**config.mk**
```make
export PLATFORM = sky130hd
export DESIGN_NAME = exc_track_pipe
export DESIGN_NICKNAME = d
export VERILOG_FILES = /design/src/rtl/exc_pkg.sv /design/src/rtl/exc_stage_reg.sv /design/src/rtl/exc_wr_gate.sv /design/src/rtl/exc_cause_enc.sv /design/src/rtl/exc_track_pipe.sv
export SDC_FILE = /design/constraint.sdc
export NUM_CORES = 1
export LEC_CHECK = 0
export BUFFER_PORTS_ARGS = -buffer_cell sky130_fd_sc_hd__buf_4
export CORE_UTILIZATION = 35
export CTS_CLUSTER_SIZE = 20
export DETAILED_ROUTE_END_ITERATION = 12
export PLACE_DENSITY_LB_ADDON = 0.1
export SLEW_MARGIN = 20
export SYNTH_ARGS = -nofsm -noshare
export SYNTH_HDL_FRONTEND = slang
export SYNTH_SLANG_ARGS = --single-unit
```
**constraint.sdc**
```tcl
create_clock -name clk -period 2.24 [get_ports clk]
set_input_delay 0.112 -clock clk [delete_from_list [all_inputs] [get_ports clk]]
set_output_delay 0.112 -clock clk [all_outputs]
set_load 0.1 [all_outputs]
```
**src/rtl/exc_pkg.sv**
```systemverilog
package exc_pkg;
  // pipeline depth and fault record layout
  localparam int NSTG   = 5;
  localparam int VEC_W  = 8;
  localparam int CODE_W = 4;

  localparam int ST_IF  = 0;
  localparam int ST_ID  = 1;
  localparam int ST_EX  = 2;
  localparam int ST_MEM = 3;
  localparam int ST_WB  = 4;

  // record bit positions; ascending order is report priority
  localparam int B_IF_LO  = 0;   // three fetch faults at bits 0..2
  localparam int B_ILL    = 3;
  localparam int B_OVF    = 4;
  localparam int B_MEM_LO = 5;   // three data faults at bits 5..7

  typedef enum logic [CODE_W-1:0] {
    CZ_NONE     = 4'd0,
    CZ_IF_PAGE  = 4'd1,
    CZ_IF_ALIGN = 4'd2,
    CZ_IF_PROT  = 4'd3,
    CZ_ILLEGAL  = 4'd4,
    CZ_OVERFLOW = 4'd5,
    CZ_DM_PAGE  = 4'd6,
    CZ_DM_ALIGN = 4'd7,
    CZ_DM_PROT  = 4'd8
  } cause_e;
endpackage

```
**src/rtl/exc_stage_reg.sv**
```systemverilog
module exc_stage_reg #(
  parameter int PC_W  = 32,
  parameter int VEC_W = 8
) (
  input  logic             clk,
  input  logic             rst_n,
  input  logic             ld_valid,
  input  logic [PC_W-1:0]  ld_pc,
  input  logic [VEC_W-1:0] ld_vec,
  output logic             q_valid,
  output logic [PC_W-1:0]  q_pc,
  output logic [VEC_W-1:0] q_vec
);
  // one pipeline slot: occupancy, PC and accumulated fault record
  always_ff @(posedge clk or negedge rst_n) begin
    if (!rst_n) begin
      q_valid <= 1'b0;
      q_pc    <= '0;
      q_vec   <= '0;
    end else begin
      q_valid <= ld_valid;
      q_pc    <= ld_pc;
      q_vec   <= ld_valid ? ld_vec : '0;
    end
  end
endmodule

```
**src/rtl/exc_wr_gate.sv**
```systemverilog
module exc_wr_gate #(
  parameter int NSTG  = 5,
  parameter int VEC_W = 8
) (
  input  logic [NSTG-1:0]            stg_valid,
  input  logic [NSTG-1:0][VEC_W-1:0] eff_vec,
  output logic [NSTG-1:0]            we
);
  // blocked[s]: a fault exists in stage s or any older stage
  logic [NSTG-1:0] blocked;

  for (genvar s = 0; s < NSTG; s++) begin : g_gate
    if (s == NSTG - 1) begin : g_top
      assign blocked[s] = stg_valid[s] & (|eff_vec[s]);
    end else begin : g_rest
      assign blocked[s] = (stg_valid[s] & (|eff_vec[s])) | blocked[s+1];
    end
    assign we[s] = stg_valid[s] & ~blocked[s];
  end
endmodule

```
**src/rtl/exc_cause_enc.sv**
```systemverilog
module exc_cause_enc #(
  parameter int VEC_W  = 8,
  parameter int CODE_W = 4
) (
  input  logic [VEC_W-1:0]  vec,
  output logic [CODE_W-1:0] code
);
  // lowest set bit wins: earliest stage, then page < align < protection
  always_comb begin
    code = '0;
    for (int b = VEC_W - 1; b >= 0; b--) begin
      if (vec[b]) code = CODE_W'(b + 1);
    end
  end
endmodule

```
**src/rtl/exc_track_pipe.sv**
```systemverilog
module exc_track_pipe
  import exc_pkg::*;
#(
  parameter int PC_W = 32
) (
  input  logic              clk,
  input  logic              rst_n,
  input  logic              in_valid,
  output logic              in_ready,
  input  logic [PC_W-1:0]   in_pc,
  input  logic              ovf_en,
  input  logic [2:0]        flt_fetch,
  input  logic              flt_decode,
  input  logic              flt_exec_ovf,
  input  logic [2:0]        flt_mem,
  output logic [NSTG-1:0]   wr_en,
  output logic              trap_req,
  output logic [PC_W-1:0]   epc,
  output logic [CODE_W-1:0] cause
);
  logic [NSTG-1:0]            stg_v;
  logic [NSTG-1:0][PC_W-1:0]  stg_pc;
  logic [NSTG-1:0][VEC_W-1:0] stg_vec;
  logic [NSTG-1:0][VEC_W-1:0] post;
  logic [NSTG-1:0][VEC_W-1:0] eff;
  logic [NSTG-1:0]            ld_v;
  logic [NSTG-1:0][PC_W-1:0]  ld_pc;
  logic [NSTG-1:0][VEC_W-1:0] ld_vec;
  logic                       take;
  logic [CODE_W-1:0]          wb_code;

  // faults detected this cycle, placed at their record positions
  always_comb begin
    post = '0;
    post[ST_IF][B_IF_LO +: 3]   = flt_fetch;
    post[ST_ID][B_ILL]          = flt_decode;
    post[ST_EX][B_OVF]          = flt_exec_ovf & ovf_en;
    post[ST_MEM][B_MEM_LO +: 3] = flt_mem;
  end

  // exception is taken when a faulted instruction sits in writeback
  assign take     = stg_v[ST_WB] & (|stg_vec[ST_WB]);
  assign in_ready = ~take;

  for (genvar s = 0; s < NSTG; s++) begin : g_stg
    assign eff[s] = stg_vec[s] | (post[s] & {VEC_W{stg_v[s]}});

    if (s == 0) begin : g_entry
      assign ld_v[s]   = in_valid & in_ready;
      assign ld_pc[s]  = in_pc;
      assign ld_vec[s] = '0;
    end else begin : g_chain
      assign ld_v[s]   = stg_v[s-1] & ~take;
      assign ld_pc[s]  = stg_pc[s-1];
      assign ld_vec[s] = eff[s-1];
    end

    exc_stage_reg #(.PC_W(PC_W), .VEC_W(VEC_W)) u_slot (
      .clk      (clk),
      .rst_n    (rst_n),
      .ld_valid (ld_v[s]),
      .ld_pc    (ld_pc[s]),
      .ld_vec   (ld_vec[s]),
      .q_valid  (stg_v[s]),
      .q_pc     (stg_pc[s]),
      .q_vec    (stg_vec[s])
    );
  end

  exc_wr_gate #(.NSTG(NSTG), .VEC_W(VEC_W)) u_gate (
    .stg_valid (stg_v),
    .eff_vec   (eff),
    .we        (wr_en)
  );

  exc_cause_enc #(.VEC_W(VEC_W), .CODE_W(CODE_W)) u_enc (
    .vec  (stg_vec[ST_WB]),
    .code (wb_code)
  );

  // trap request, saved PC and cause
  always_ff @(posedge clk or negedge rst_n) begin
    if (!rst_n) begin
      trap_req <= 1'b0;
      epc      <= '0;
      cause    <= '0;
    end else begin
      trap_req <= take;
      if (take) begin
        epc   <= stg_pc[ST_WB];
        cause <= wb_code;
      end
    end
  end

  AST_WB_CLEAN_WRITE: assert property (@(posedge clk) disable iff (!rst_n)
    wr_en[ST_WB] |-> (stg_vec[ST_WB] == '0));
  AST_YOUNGER_SILENT: assert property (@(posedge clk) disable iff (!rst_n)
    take |-> (wr_en[NSTG-2:0] == '0));
  AST_FLUSH_EMPTY: assert property (@(posedge clk) disable iff (!rst_n)
    take |=> (stg_v == '0));
  AST_TRAP_PULSE: assert property (@(posedge clk) disable iff (!rst_n)
    trap_req |=> !trap_req);
  AST_EPC_HOLD: assert property (@(posedge clk) disable iff (!rst_n)
    !$past(take) |-> ($stable(epc) && $stable(cause)));
  AST_CAUSE_LEGAL: assert property (@(posedge clk) disable iff (!rst_n)
    trap_req |-> (cause != '0 && cause <= CODE_W'(VEC_W)));
endmodule

```
==> reports/qor.txt, run 1 <==
Status: finished with violations
Failing checks: negative setup slack
Initial cell density of the core: 36.3%
Max rail drop VDD: 0.843 mV
Final count of negative-setup-slack endpoints: 5
Setup ws final: -0.130 ns
Sequential Area: 5560 um2
Detailed-routing iteration count for the pre-antenna-repair pass: 4
Main combinational cell family by area after synthesis: multiplexers
Slowest stage cell, crit path: or4_4
Logic gate share of total power: 35.5%
H-tree depth: 1
Die span in x: 137 um
Placed Instance Area: 7390 um2
# rows: 48
Ys Warns: 0
Min cycle time layout: 2.37 ns
Avg Synthesized Cell Area: 19.5 um2
Area of the multi-input gates: 796 um2
Switching Share: 39.1%
Antenna diode instance count: 0
CTS tree: built
Clock buffer count from CTS: 23
Final Hold Vio Count: 0
Leakage dissipation: 4.17 nW
Synthesized-area fraction occupied by and/or/nand/nor cells: 4.28%
Period Utilization, post-route: 106%
CP Launch Type: flop
Final net count: 539
Power Density: 1510 nW/um2
Total of flip-flops plus latches after synthesis: 222
Sequence of cells on the critical path: or4_4 > o21ai_4 > buf_12 > o2111ai_4 > nor2_4 > buf_12
Leftover overflow at the end of global routing: 0
Post-detailed-route via-to-cell ratio: 4.20
Slew Limit Fails: 0
Port Buf Inserts: 86
Via count of the first global-routing pass: 3,223
Pre-CTS WS: 0.175 ns
Total standard cell area after synthesis: 6340 um2
Clock network latency to the later pin of the worst-skew pair: 0.49 ns
Die area: 18,700 um2
Post-route DRC violation count: 0
Placer Congestion: 0.687
Drt total wl: 9.56 mm
Worst setup skew after layout: 0.00623 ns
Post-synthesis xor/xnor area fraction: 0%
Unrepaired setup endpoints after global routing: yes
# fillers: 1,455
Synth cell types: 25
Total net switching power: 5.22 mW
Mux share of post-synthesis cell area: 5.68%
Clk pwr share: 27.8%
Pin count of the biggest net entering global routing: 93
Data arrival time at the worst-slack endpoint: 2.26 ns
Clock sink count: 222
Final antenna-violating net count: 0
Finished Cell Area: 8840 um2
Most common cell after layout, fill and taps aside: dfrtp_1
Sequential share of power: 36.7%
Post-detailed-placement half-perimeter wirelength: 5.48 mm
Signed area change from the synthesized netlist to the final layout: 39.4%
Post-placement cell count: 639
Total via count after detailed routing: 3,094
Worst endpoint required time: 2.13 ns
Global-route wire length before repair: 16.0 mm
Global router's overall resource usage: 11.1%
Worst Hold Slack: 0.195 ns
Placeable core region: 17,500 um2
Hold Crit Class: in -> async
Slowest Stage Delay on Critical Path: 0.56 ns
Syn Inst Count: 325
Highest achievable clock rate: 422 MHz
Number of antenna violations at the first check in global routing: 0
Post-synthesis share of cell area spent on full adders, half adders and majority gates: 0%
Int Pwr: 8.14 mW
Top Ports: 87
Initial DRC Count: 109
Clock-pin slew of the registers on the worst-case setup and hold paths: 0.06 ns
Register area share after synthesis: 87.6%
Complex-gate fraction of the synthesized area: 1.34%
Maximum capacitance violations: 0
Critical path peak fanout: 5
Floorplan die height: 137 um
Actual transition at the worst max-transition pin: 0.859 ns
Cell at the root of the clock tree: clkbuf_16
Syn nets: 369
Cell Count, Final, Fillers Out: 736
Kind of end point of the critical path: output pin
Leading cell types in the layout, fill and taps excluded: dfrtp_1, buf_4, dlygate4sd3_1
Clock Path Buffers: 3
Worst setup path category: reg -> out
Max-slew headroom at the worst pin: 42.2%
Fraction of layout cells with a size suffix above 1: 31.1%
CP dominant cell by count: buf_12
Detail-routed net length per standard cell: 13.0 um
-- worst max-delay path: cells and delay by family (launching register included) --
kind / cells / cell delay (ns)
buffers and inverters: 2 / 0.33
AOI/OAI and AO/OA: 2 / 0.32
DFF: 1 / 0.38
and+or+nand+nor: 2 / 0.73
-- sequential cells by signal (all words and copies together) (netlist names) --
register	cells
g_stg.u_slot.q_valid	5
trap_req	1
cause	4
g_stg.u_slot.q_pc	160
g_stg.u_slot.q_vec	20
epc	32
-- layout make-up --
class	instances	area share, %
clock buffer	31	7.42
timing repair buffer	151	16.2
multi-input combinational	92	9.00
clock inverter	10	1.17
sequential	222	62.9
tap	225	3.19
inverter	5	0.212
-- metrics by stage --
stage               power, mW  setup TNS (ns)  utilization (%)
floorplan                8.36               0                -
global placement         9.33               0             42.3
detailed placement       9.39               0             42.3
CTS                      13.5          -0.565             50.3
global route             13.9          -0.914             50.6
finish                   13.4          -0.320             50.6
-- power by group through the flow --
stage,sequential [mW],combinational [mW],clock (mW)
after floorplan,7.37,0.990,0
after global routing,4.99,4.92,4.01
final,4.91,4.74,3.71
after detailed placement,4.99,4.40,0
after global placement,4.97,4.37,0
after CTS,4.92,4.76,3.84
-- synth_stat cells --
cell type  number  area share (%)
o31a_1          1            0.14
o31ai_1         1            0.12
buf_6           3            0.53
o21ai_4         1            0.26
o21ai_0         1           0.079
nor2_1          6            0.36
a32o_1          1            0.16
nand2b_1        1           0.099
buf_2           2            0.16
and2_1          3            0.30
nand3_1         1           0.079
buf_4           1            0.12
and3_1         20             2.0
mux2_2          2            0.36
or4_1           2            0.24
inv_1           5            0.30
nor4_1          4            0.39
a22o_1          1            0.14
nand2_1         7            0.41
a21oi_1         4            0.32
dfrtp_1       222              88
mux2_1         30             5.3
o2111ai_1       1            0.14
nor3b_1         1            0.12
nor3_1          4            0.32
-- timing repair --
action                     CTS  global route
setup buffers                5             6
resized for setup           25             1
hold buffers                43             0
setup endpoints to repair    6             6
gates cloned                 2             0
hold endpoints to repair   128             0
pin swaps                    5             4
-- logic make-up after synthesis --
kind of cell / after synthesis
compound gates: 11
buf+inv: 11
flops: 222
mux: 32
simple gates: 49
-- final timing paths --
check | depth (start not counted) | from | slack, ns | to
max in group asynchronous | 3 | rst_n | 1.25 | g_stg[2].u_slot.q_pc[16]$_DFF_PN0_
min in group clk | 2 | in_pc[31] | 0.27 | g_stg[0].u_slot.q_pc[31]$_DFF_PN0_
setup / recovery | 6 | g_stg[4].u_slot.q_vec[0]$_DFF_PN0_ | -0.13 | wr_en[0]
hold reg to reg | 0 | g_stg[2].u_slot.q_pc[16]$_DFF_PN0_ | 0.34 | g_stg[3].u_slot.q_pc[16]$_DFF_PN0_
setup reg to reg | 7 | g_stg[4].u_slot.q_vec[0]$_DFF_PN0_ | 0.02 | epc[1]$_DFFE_PN0P_
hold / removal | 2 | rst_n | 0.19 | epc[27]$_DFFE_PN0P_
-- routing by layer --
layer	up-vias	wire (um)	part of all wire, %	GRT usage, %
met3	20	527	5.5	2.67
met2	73	4790	50	18.1
li1	1424	-	-	-
met5	-	0	0	0
met1	1577	4010	42	14.1
met4	0	230	2.4	4.38
No activity file was read; power rests on OpenSTA's default activity.
==> run 2, diff against run 1 <==
--- a/config.mk
+++ b/config.mk
@@ -6,6 +6,7 @@
 export NUM_CORES = 1
 export LEC_CHECK = 0
 export BUFFER_PORTS_ARGS = -buffer_cell sky130_fd_sc_hd__buf_4
+export CORE_ASPECT_RATIO = 2
 export CORE_UTILIZATION = 35
 export CTS_CLUSTER_SIZE = 20
 export DETAILED_ROUTE_END_ITERATION = 12
==> run 2 against run 1 <==
  * Maximum frequency is 1.3% higher
  * Routed wire length is 1.4% higher
  * The flow still finishes with violations (negative setup slack)
  * Global-route usage hardly changed
  * Final area is 3.7% lower
  * Non-clock buffer count is 9 lower
  * Die area is 0.17% higher
  * Power is 5.8% lower
  * Final cell count is 4.3% lower
  * Sequential share of layout area is 2.4 points higher
  * Count of clock-buffer cells in the layout is 7 lower
  * Setup slack better by 0.030 ns
  * Register-to-register slack better by 0.12 ns
==> reports/qor.txt, run 2 (same netlist as run 1, synthesis figures left out) <==
Status: finished with violations
Failing checks: negative setup slack
Floorplan die height: 192 um
Data arrival time at the worst-slack endpoint: 2.23 ns
Power Density: 1480 nW/um2
Drt total wl: 9.70 mm
Initial DRC Count: 99
Placed Instance Area: 7350 um2
Slew Limit Fails: 0
Detailed-routing iteration count for the pre-antenna-repair pass: 4
Total via count after detailed routing: 3,059
Finished Cell Area: 8520 um2
Number of flip-flops under the largest register name: 160
Kind of end point of the critical path: output pin
Final antenna-violating net count: 0
Critical path peak fanout: 6
Clock network latency to the later pin of the worst-skew pair: 0.48 ns
Final count of negative-setup-slack endpoints: 4
Setup ws final: -0.100 ns
Cell Count, Final, Fillers Out: 704
Hold Crit Class: in -> async
Die span in x: 97.2 um
Min cycle time layout: 2.34 ns
Total power after layout: 12.6 mW
Placer Congestion: 0.649
Leftover overflow at the end of global routing: 0
CTS tree: built
Clock sink count: 222
Final Hold Vio Count: 0
Pre-CTS WS: 0.0929 ns
Detail-routed net length per standard cell: 13.8 um
Antenna diode instance count: 0
Initial cell density of the core: 35.7%
H-tree depth: 1
Clock-pin slew of the registers on the worst-case setup and hold paths: 0.06 ns
Global-route wire length before repair: 16.4 mm
Actual transition at the worst max-transition pin: 0.758 ns
Number of antenna violations at the first check in global routing: 0
Post-route DRC violation count: 0
Share of the core filled with cells in the final layout: 47.9%
Worst endpoint required time: 2.13 ns
Signed area change from the synthesized netlist to the final layout: 34.3%
Port Buf Inserts: 86
Post-detailed-placement half-perimeter wirelength: 5.97 mm
# fillers: 1,547
Global router's overall resource usage: 11.1%
Pin count of the biggest net entering global routing: 69
Leakage dissipation: 3.99 nW
Largest reg by FF count: g_stg.u_slot.q_pc
Cell at the root of the clock tree: clkbuf_16
Clock Path Buffers: 3
Top Ports: 87
Via count of the first global-routing pass: 3,289
Max rail drop VDD: 0.937 mV
Worst setup skew after layout: 0.0119 ns
Registers with the most flip-flops: g_stg.u_slot.q_pc (160), epc (32), g_stg.u_slot.q_vec (20)
Unrepaired setup endpoints after global routing: yes
Post-placement cell count: 624
Die area: 18,700 um2
Maximum capacitance violations: 0
Most common cell after layout, fill and taps aside: dfrtp_1
# rows: 69
Period Utilization, post-route: 104%
Worst setup path category: reg -> out
Final net count: 526
Fraction of layout cells with a size suffix above 1: 28.7%
Leading cell types in the layout, fill and taps excluded: dfrtp_1, buf_4, dlygate4sd3_1
Highest achievable clock rate: 427 MHz
Clock buffer count from CTS: 19
CP Launch Type: flop
Post-detailed-route via-to-cell ratio: 4.35
Max-slew headroom at the worst pin: 49.0%
Placeable core region: 17,800 um2
[run 2: worst paths after layout]
| check | end | startpoint | slack [ns] | cells past startpoint |
|---|---|---|---|---|
| worst max-delay path | wr_en[0] | g_stg[4].u_slot.q_vec[2]$_DFF_PN0_ | -0.10 | 6 |
| worst min-delay path | g_stg[1].u_slot.q_vec[0]$_DFF_PN0_ | rst_n | 0.16 | 2 |
| worst max register to register | epc[5]$_DFFE_PN0P_ | g_stg[4].u_slot.q_vec[2]$_DFF_PN0_ | 0.14 | 6 |
| worst min register to register | g_stg[3].u_slot.q_pc[18]$_DFF_PN0_ | g_stg[2].u_slot.q_pc[18]$_DFF_PN0_ | 0.34 | 0 |
| max in group asynchronous | g_stg[4].u_slot.q_pc[28]$_DFF_PN0_ | rst_n | 1.32 | 3 |
| min in group clk | g_stg[0].u_slot.q_pc[10]$_DFF_PN0_ | in_pc[10] | 0.27 | 2 |
[run 2: where the power goes]
group / internal (mW) / leakage (nW) / switching, mW
clock: 1.74 / 0.283 / 1.33
combinational: 1.15 / 1.07 / 3.44
sequential: 4.59 / 2.64 / 0.332
total: 7.48 / 3.99 / 5.10
[run 2: metal layers]
layer | track usage, % | up-vias | routed length (um)
met2 | 19.9 | 75 | 5270
met1 | 12.3 | 1576 | 3580
met5 | 0 | - | 0
met3 | 2.50 | 24 | 523
li1 | - | 1384 | -
met4 | 5.45 | 0 | 319
[run 2: critical path: stages, from the launching register on]
cell,delay (ns)
dfrtp_1,0.39
or4_4,0.57
o21ai_4,0.19
buf_6,0.15
o2111ai_4,0.11
nor2_4,0.16
buf_12,0.18
[run 2: what timing repair did]
action,4_1_cts,5_1_grt
endpoints found under the setup margin,6,6
endpoints found under the hold margin,106,0
resized for setup,24,1
pin swaps,4,4
hold buffers,43,0
buffers inserted,6,1
[run 2: layout make-up]
cell class                 instances  area (um2)  area share [%]
clock inverter                     6        61.3           0.720
multi-input combinational         92         798            9.37
sequential                       222        5560            65.2
tap                              213         267            3.13
timing repair buffer             142        1300            15.3
inverter                           5        18.8           0.220
clock buffer                      24         514            6.04
[run 2: through the flow]
step	TNS (ns)	hold WS, ns
floorplan	0	-0.184
global placement	0	0.0827
detailed placement	0	0.0951
CTS	-0.513	0.174
global route	-0.695	0.192
finish	-0.303	0.160
==> run 3, diff against run 2 <==
==> constraint.sdc (replaced) <==
create_clock -name clk -period 1.99 [get_ports clk]
set_input_delay 0.0995 -clock clk [delete_from_list [all_inputs] [get_ports clk]]
set_output_delay 0.0995 -clock clk [all_outputs]
set_load 0.1 [all_outputs]
==> run 3 against run 2 <==
  * The run still ends with negative setup slack left
  * Utilization rose by 1.4 points
  * Power rose by 18%
  * Sequential power grew 12%
  * Clock skew shrank 0.0039 ns
  * Clock power grew 24%
  * Non-clock buffer count rose by 9
  * Highest routed layer unchanged
  * First-iteration DRC count down 56%
  * Combinational power increased by 19%
  * Register-to-register slack worse by 0.19 ns
  * Global-route usage rose by 0.15 points
  * Routed wire length increased by 3.0%
  * Setup slack worse by 0.20 ns
  * Critical endpoint unchanged
==> reports/qor.txt, run 3 (same netlist as run 1, synthesis figures left out) <==
Placeable core region: 17,800 um2
Hold Crit Class: in -> async
Antenna diode instance count: 0
Placed Instance Area: 7440 um2
Clock buffer count from CTS: 20
Worst setup skew after layout: 0.00803 ns
Fraction of layout cells with a size suffix above 1: 33.1%
Clock Path Buffers: 3
Leakage dissipation: 4.18 nW
Unrepaired setup endpoints after global routing: yes
Post-detailed-route via-to-cell ratio: 4.34
Signed area change from the synthesized netlist to the final layout: 38.2%
Period Utilization, post-route: 115%
Clock network latency to the later pin of the worst-skew pair: 0.48 ns
Worst endpoint required time: 1.89 ns
Post-route DRC violation count: 0
Share of the core filled with cells in the final layout: 49.3%
Worst setup path category: reg -> out
Post-placement cell count: 634
Sequence of cells on the critical path: or4_4 > o21ai_4 > buf_6 > o2111ai_4 > nor2_4 > buf_12
Final net count: 536
Floorplan die height: 192 um
CP Launch Type: flop
Die span in x: 97.2 um
Final count of negative-setup-slack endpoints: 29
Registers with the most flip-flops: g_stg.u_slot.q_pc (160), epc (32), g_stg.u_slot.q_vec (20)
Detail-routed net length per standard cell: 13.9 um
Failing checks: negative setup slack
Data arrival time at the worst-slack endpoint: 2.19 ns
Highest achievable clock rate: 437 MHz
Final antenna-violating net count: 0
Slowest Stage Delay on Critical Path: 0.56 ns
Detailed-routing iteration count for the pre-antenna-repair pass: 4
Pre-CTS WS: -0.00307 ns
Clock-pin slew of the registers on the worst-case setup and hold paths: 0.06 ns
Cell at the root of the clock tree: clkbuf_16
Maximum capacitance violations: 0
Critical path peak fanout: 5
Number of flip-flops under the largest register name: 160
Worst Hold Slack: 0.196 ns
Actual transition at the worst max-transition pin: 0.644 ns
Largest reg by FF count: g_stg.u_slot.q_pc
Initial cell density of the core: 35.7%
Global router's overall resource usage: 11.2%
Total via count after detailed routing: 3,117
Setup ws final: -0.299 ns
Top Ports: 87
H-tree depth: 1
Port Buf Inserts: 86
CTS tree: built
Clock sink count: 222
Slowest stage cell, crit path: or4_4
Placer Congestion: 0.646
Most common cell after layout, fill and taps aside: dfrtp_1
Post-detailed-placement half-perimeter wirelength: 6.04 mm
# rows: 69
Cell Count, Final, Fillers Out: 718
Min cycle time layout: 2.29 ns
Total power after layout: 14.8 mW
Max-slew headroom at the worst pin: 57.1%
Final Hold Vio Count: 0
Global-route wire length before repair: 16.6 mm
Via count of the first global-routing pass: 3,388
Pin count of the biggest net entering global routing: 84
Max rail drop VDD: 0.760 mV
Leading cell types in the layout, fill and taps excluded: dfrtp_1, buf_4, dlygate4sd3_1
Finished Cell Area: 8770 um2
# fillers: 1,548
Leftover overflow at the end of global routing: 0
Power Density: 1690 nW/um2
Drt total wl: 9.99 mm
Status: finished with violations
Die area: 18,700 um2
Initial DRC Count: 44
Sum Neg Setup Slack: -2.43 ns
Number of antenna violations at the first check in global routing: 0
Kind of end point of the critical path: output pin
Slew Limit Fails: 0
==> run 3: timing repair <==
action / CTS / global route
endpoints found under the setup margin: 11 / 32
gates resized for setup: 27 / 10
buffers inserted: 5 / 0
cloned: 1 / 0
hold buffers: 43 / 0
hold endpoints to repair: 118 / 0
pin swaps: 5 / 1
==> run 3: where the power goes <==
part | total [mW] | switching [mW] | leakage [nW] | internal, mW
Clock | 3.80 | 1.53 | 0.338 | 2.27
Sequential | 5.52 | 0.353 | 2.64 | 5.17
Combinational | 5.46 | 3.94 | 1.20 | 1.52
Total | 14.8 | 5.82 | 4.18 | 8.97
==> run 3: worst paths after layout <==
path | startpoint | end | slack (ns) | depth (start not counted)
worst max-delay path | g_stg[4].u_slot.q_vec[4]$_DFF_PN0_ | wr_en[0] | -0.30 | 6
worst min-delay path | rst_n | epc[8]$_DFFE_PN0P_ | 0.20 | 2
worst max register to register | g_stg[4].u_slot.q_vec[4]$_DFF_PN0_ | epc[31]$_DFFE_PN0P_ | -0.05 | 6
worst min register to register | g_stg[2].u_slot.q_pc[29]$_DFF_PN0_ | g_stg[3].u_slot.q_pc[29]$_DFF_PN0_ | 0.34 | 0
max in group asynchronous | rst_n | trap_req$_DFF_PN0_ | 1.12 | 3
min in group clk | in_pc[27] | g_stg[0].u_slot.q_pc[27]$_DFF_PN0_ | 0.27 | 2
==> run 3: critical path: cells and delay by family, from the launching register on <==
| kind | cells | cell delay [ns] |
|---|---|---|
| buffers and inverters | 2 | 0.33 |
| and+or+nand+nor | 2 | 0.69 |
| AOI/OAI and AO/OA | 2 | 0.31 |
| DFF | 1 | 0.38 |
==> run 3: metal layers <==
layer | up-vias | share of wire, % | GRT usage [%]
met2 | 72 | 55 | 20.4
met1 | 1612 | 37 | 12.4
met4 | 0 | 3.4 | 5.57
met5 | - | 0 | 0
li1 | 1414 | - | -
met3 | 19 | 4.5 | 2.32
==> run 3: final cells by class <==
class                      instances  area [um2]  area share (%)
sequential                       222        5560            63.4
timing repair buffer             151        1420            16.1
multi-input combinational         92         841            9.59
clock buffer                      29         616            7.02
tap                              213         267            3.04
clock inverter                     6        55.1           0.628
inverter                           5        18.8           0.214
